**src/rtl/fwd_pkg.sv**
```systemverilog
package fwd_pkg;
  typedef enum logic [1:0] {
    FWD_NONE = 2'b00,
    FWD_MW   = 2'b01,
    FWD_EM   = 2'b10
  } alu_sel_e;
endpackage

```
**src/rtl/fwd_alu_sel.sv**
```systemverilog
module fwd_alu_sel
  import fwd_pkg::*;
#(
  parameter int REG_W = 5
) (
  input  logic [REG_W-1:0] src,
  input  logic [REG_W-1:0] em_dst,
  input  logic             em_wr,
  input  logic [REG_W-1:0] mw_dst,
  input  logic             mw_wr,
  output alu_sel_e         sel
);
  logic em_hit;
  logic mw_hit;

  always_comb begin
    em_hit = em_wr && (em_dst != '0) && (em_dst == src);
    mw_hit = mw_wr && (mw_dst != '0) && (mw_dst == src);
    if (em_hit)      sel = FWD_EM;
    else if (mw_hit) sel = FWD_MW;
    else             sel = FWD_NONE;
  end

  always_comb begin
    p_legal_code_r1: assert (sel != alu_sel_e'(2'b11));
    p_zero_src_r3: assert (!((src == '0) && (sel != FWD_NONE)));
    p_newer_wins_r4: assert (!(em_wr && (em_dst == src) && (src != '0) && (sel != FWD_EM)));
  end
endmodule

```
**src/rtl/fwd_cmp_sel.sv**
```systemverilog
module fwd_cmp_sel #(
  parameter int REG_W = 5
) (
  input  logic             is_branch,
  input  logic [REG_W-1:0] src,
  input  logic [REG_W-1:0] em_dst,
  input  logic             em_wr,
  output logic             sel
);
  always_comb begin
    sel = is_branch && em_wr && (em_dst != '0) && (em_dst == src);
  end

  always_comb begin
    p_only_branch_r6: assert (is_branch || !sel);
    p_needs_em_r7: assert (em_wr || !sel);
  end
endmodule

```
**src/rtl/fwd_store_sel.sv**
```systemverilog
module fwd_store_sel #(
  parameter int REG_W = 5
) (
  input  logic             is_store,
  input  logic [REG_W-1:0] src,
  input  logic [REG_W-1:0] mw_dst,
  input  logic             mw_wr,
  output logic             sel
);
  always_comb begin
    sel = is_store && mw_wr && (mw_dst != '0) && (mw_dst == src);
  end

  always_comb begin
    p_only_store_r8: assert (is_store || !sel);
    p_store_zero_r3: assert (!((src == '0) && sel));
  end
endmodule

```
**src/rtl/fwd_unit.sv**
```systemverilog
module fwd_unit
  import fwd_pkg::*;
#(
  parameter int REG_W = 5
) (
  input  logic [REG_W-1:0] ex_src_a,
  input  logic [REG_W-1:0] ex_src_b,
  input  logic [REG_W-1:0] em_dst,
  input  logic             em_wr,
  input  logic [REG_W-1:0] mw_dst,
  input  logic             mw_wr,
  input  logic             id_is_branch,
  input  logic [REG_W-1:0] id_src_a,
  input  logic [REG_W-1:0] id_src_b,
  input  logic             mem_is_store,
  input  logic [REG_W-1:0] mem_store_src,
  output logic [1:0]       alu_sel_a,
  output logic [1:0]       alu_sel_b,
  output logic             cmp_sel_a,
  output logic             cmp_sel_b,
  output logic             st_data_sel
);
  localparam int NUM_OPS = 2;

  logic [REG_W-1:0] ex_src [NUM_OPS];
  logic [REG_W-1:0] id_src [NUM_OPS];
  alu_sel_e         alu_sel [NUM_OPS];
  logic             cmp_sel [NUM_OPS];

  assign ex_src[0] = ex_src_a;
  assign ex_src[1] = ex_src_b;
  assign id_src[0] = id_src_a;
  assign id_src[1] = id_src_b;

  for (genvar g = 0; g < NUM_OPS; g++) begin : g_op
    fwd_alu_sel #(.REG_W(REG_W)) u_alu (
      .src   (ex_src[g]),
      .em_dst(em_dst),
      .em_wr (em_wr),
      .mw_dst(mw_dst),
      .mw_wr (mw_wr),
      .sel   (alu_sel[g])
    );
    fwd_cmp_sel #(.REG_W(REG_W)) u_cmp (
      .is_branch(id_is_branch),
      .src      (id_src[g]),
      .em_dst   (em_dst),
      .em_wr    (em_wr),
      .sel      (cmp_sel[g])
    );
  end

  fwd_store_sel #(.REG_W(REG_W)) u_st (
    .is_store(mem_is_store),
    .src     (mem_store_src),
    .mw_dst  (mw_dst),
    .mw_wr   (mw_wr),
    .sel     (st_data_sel)
  );

  assign alu_sel_a = alu_sel[0];
  assign alu_sel_b = alu_sel[1];
  assign cmp_sel_a = cmp_sel[0];
  assign cmp_sel_b = cmp_sel[1];

  always_comb begin
    p_quiet_r9: assert (em_wr || mw_wr || ((alu_sel_a == 2'b00) && (alu_sel_b == 2'b00)
                        && !cmp_sel_a && !cmp_sel_b && !st_data_sel));
  end
endmodule

```
**config.mk**
```make
export PLATFORM = sky130hd
export DESIGN_NAME = fwd_unit
export DESIGN_NICKNAME = d
export VERILOG_FILES = /design/src/rtl/fwd_pkg.sv /design/src/rtl/fwd_alu_sel.sv /design/src/rtl/fwd_cmp_sel.sv /design/src/rtl/fwd_store_sel.sv /design/src/rtl/fwd_unit.sv
export SDC_FILE = /design/constraint.sdc
export NUM_CORES = 1
export LEC_CHECK = 0
export BUFFER_PORTS_ARGS = -buffer_cell sky130_fd_sc_hd__buf_2
export CORE_UTILIZATION = 35
export DETAILED_ROUTE_END_ITERATION = 8
export PLACE_DENSITY = 0.81
export SYNTH_ARGS = -nofsm -noshare
export SYNTH_HDL_FRONTEND = slang
export SYNTH_SLANG_ARGS = --single-unit
```
**constraint.sdc**
```tcl
create_clock -name vclk -period 4.5
set_input_delay 0.9 -clock vclk [all_inputs]
set_output_delay 0.9 -clock vclk [all_outputs]
set_load 0.01 [all_outputs]
```
==> results.json <==
{
  "status": "complete, no violations",
  "slew_viol_final": 0,
  "crit_path_start_kind": "input port",
  "ys_top_cells_by_area": "xnor2_1 (37%), xor2_1 (25%), nand3_1 (6.1%)",
  "drc_errors": 0,
  "finalCoreUtilization_pct": 53.5,
  "core_area_um2": 1300,
  "end_kind": "output port",
  "cts_resized": 0,
  "grt_use_met3_pct": 1.14,
  "via_per_inst": 4.86,
  "drt.antenna.violating_nets": 0,
  "criticalPathCategory": "in2out",
  "die-area_um2": 1560,
  "drt_iter0_markers": 6,
  "synth_area_leader_cell": "xnor2_1",
  "synthCells": 64,
  "hpwl_mm": 1.23,
  "cts_hold_buf": 0,
  "grt.overflow.total": 0,
  "pin_count": 46,
  "wl_per_cell_um": 11.3,
  "min_period_ns": 3.07,
  "die_y_um": 39.5,
  "max_cap_violations": 0,
  "grt_pass1_wl_mm": 1.93,
  "place_congestion": 0.796,
  "crit_arrival_ns": 2.17,
  "hp-class": "in2out",
  "antenna_cells": 0,
  "synth_top_area_share_pct": 37.3,
  "cp_slowest_cell": "or4_1",
  "max_freq_ghz": 0.325,
  "vias": 574,
  "synthesis.area_um2": 493,
  "grt_use_total_pct": 17.3,
  "path_common_cell": "buf_2",
  "powerDensity_nw_per_um2": 89.7,
  "placed_area_um2": 696,
  "crit_buf_inv": 2,
  "path_cells": "buf_2, or4_1, o21ai_0, nor3_1, buf_2",
  "yosysWarnings": 0,
  "top_usage_layer": "met2",
  "portBuffers": 46,
  "yosysSeqAreaShare_pct": 0,
  "areaGrowthSynthToFinish_pct": 41.1,
  "syn_nets": 103,
  "worstPathRequired_ns": 3.60,
  "cp_top_family": "simple AND/OR/NAND/NOR gates",
  "die_w_um": 39.5,
  "clkbuf_count": 0,
  "final.setup.tns_ns": 0,
  "finalHoldViolations": 0,
  "gr-usage-met2_pct": 31.1,
  "grt_use_met1_pct": 22.0,
  "peakVddDrop_v": 0.0000433,
  "setup_violations": 0,
  "synth_common_cells": "xnor2_1 (21), xor2_1 (14), nand3_1 (6), buf_2 (4), nor4_1 (4)",
  "seq_cell_count": 0,
  "final_area_um2": 696,
  "grt_pass1_vias": 498,
  "cp-endpoint": "st_data_sel",
  "fp-row-count": 13,
  "drt-total-wl_mm": 1.33,
  "synth.distinct_cells": 16,
  "seq_area_um2": 0,
  "antenna_found_initial": 0,
  "synth_most_common_cell": "xnor2_1",
  "cts_setup_buffers": 0,
  "start_util_pct": 37.9,
  "layout-drive-gt1-share_pct": 48.5,
  "crit_path_start": "mw_dst[0]",
  "critPathMaxStageDelay_ns": 0.52,
  "p_leak_uw": 0.000322,
  "cp.depth": 5,
  "syn_area_per_cell_um2": 7.70,
  "worst_pin_slew_ns": 0.441,
  "fin_cells": 118,
  "dp.cells": 118,
  "dr.pass1.iters": 4,
  "min_period_over_period_pct": 68.3,
  "layout.nets": 144,
  "rsz0062_at_grt": "false",
  "crit_fanout": 4,
  "maxSlewHeadroom_pct": 70.4,
  "grt_max_degree": 7
}
[area by class of cell]
class	instances	area [µm²]
Timing Repair Buffer	46	230
Fill cell	133	606
Multi-Input combinational cell	57	447
Tap cell	15	18.8
[worst min path at each step]
stage                 start           to  slack [ns]  cells after the start
3_3_place_gp   mem_is_store  st_data_sel        2.10                      4
3_5_place_dp   mem_is_store  st_data_sel        2.10                      4
6_report       mem_is_store  st_data_sel        2.10                      4
4_1_cts        mem_is_store  st_data_sel        2.10                      4
5_1_grt        mem_is_store  st_data_sel        2.13                      4
2_1_floorplan  mem_is_store  st_data_sel        1.89                      2
[cell usage in the layout (no fill, tap or decap)]
| master | n |
|---|---|
| xnor2_1 | 21 |
| or4_1 | 1 |
| nand4_1 | 1 |
| nand2_1 | 1 |
| nor3_1 | 3 |
| buf_2 | 46 |
| nor3_2 | 2 |
| xor2_1 | 14 |
| o21ai_2 | 1 |
| o21ai_0 | 1 |
| nand3_1 | 6 |
| nor4_1 | 4 |
| or4_4 | 1 |
| o211ai_1 | 1 |
[report_power, final]
| group | internal (µW) | total, µW | switching, µW |
|---|---|---|---|
| clock | 0 | 0 | 0 |
| sequential | 0 | 0 | 0 |
| combinational | 33.0 | 62.4 | 29.4 |
[per-layer routing]
layer,wire [µm],vias up
met1,527,256
met3,98,0
met2,705,23
met4,0,0
met5,0,-
li1,-,295
[cell families after synthesis]
family | share of synthesized area, %
buffers and inverters | 9.39
and+or+nand+nor | 24.1
AOI/OAI and AO/OA | 4.31
xor gates and xnor gates | 62.2
[worst min-delay path, delay by kind of cell]
kind / cells / cell delay (ns)
buffers and inverters: 2 / 0.22
AND/OR/NAND/NOR: 2 / 0.08
[metrics by stage]
stage               power (µW)  setup WS [ns]  hold slack [ns]
floorplan                 36.9           1.59             1.89
global placement          60.7           1.46             2.10
detailed placement        62.8           1.42             2.10
CTS                       63.0           1.42             2.10
global route              68.9           1.35             2.13
finish                    62.4           1.43             2.10
Power figures use the tool's default switching activity.
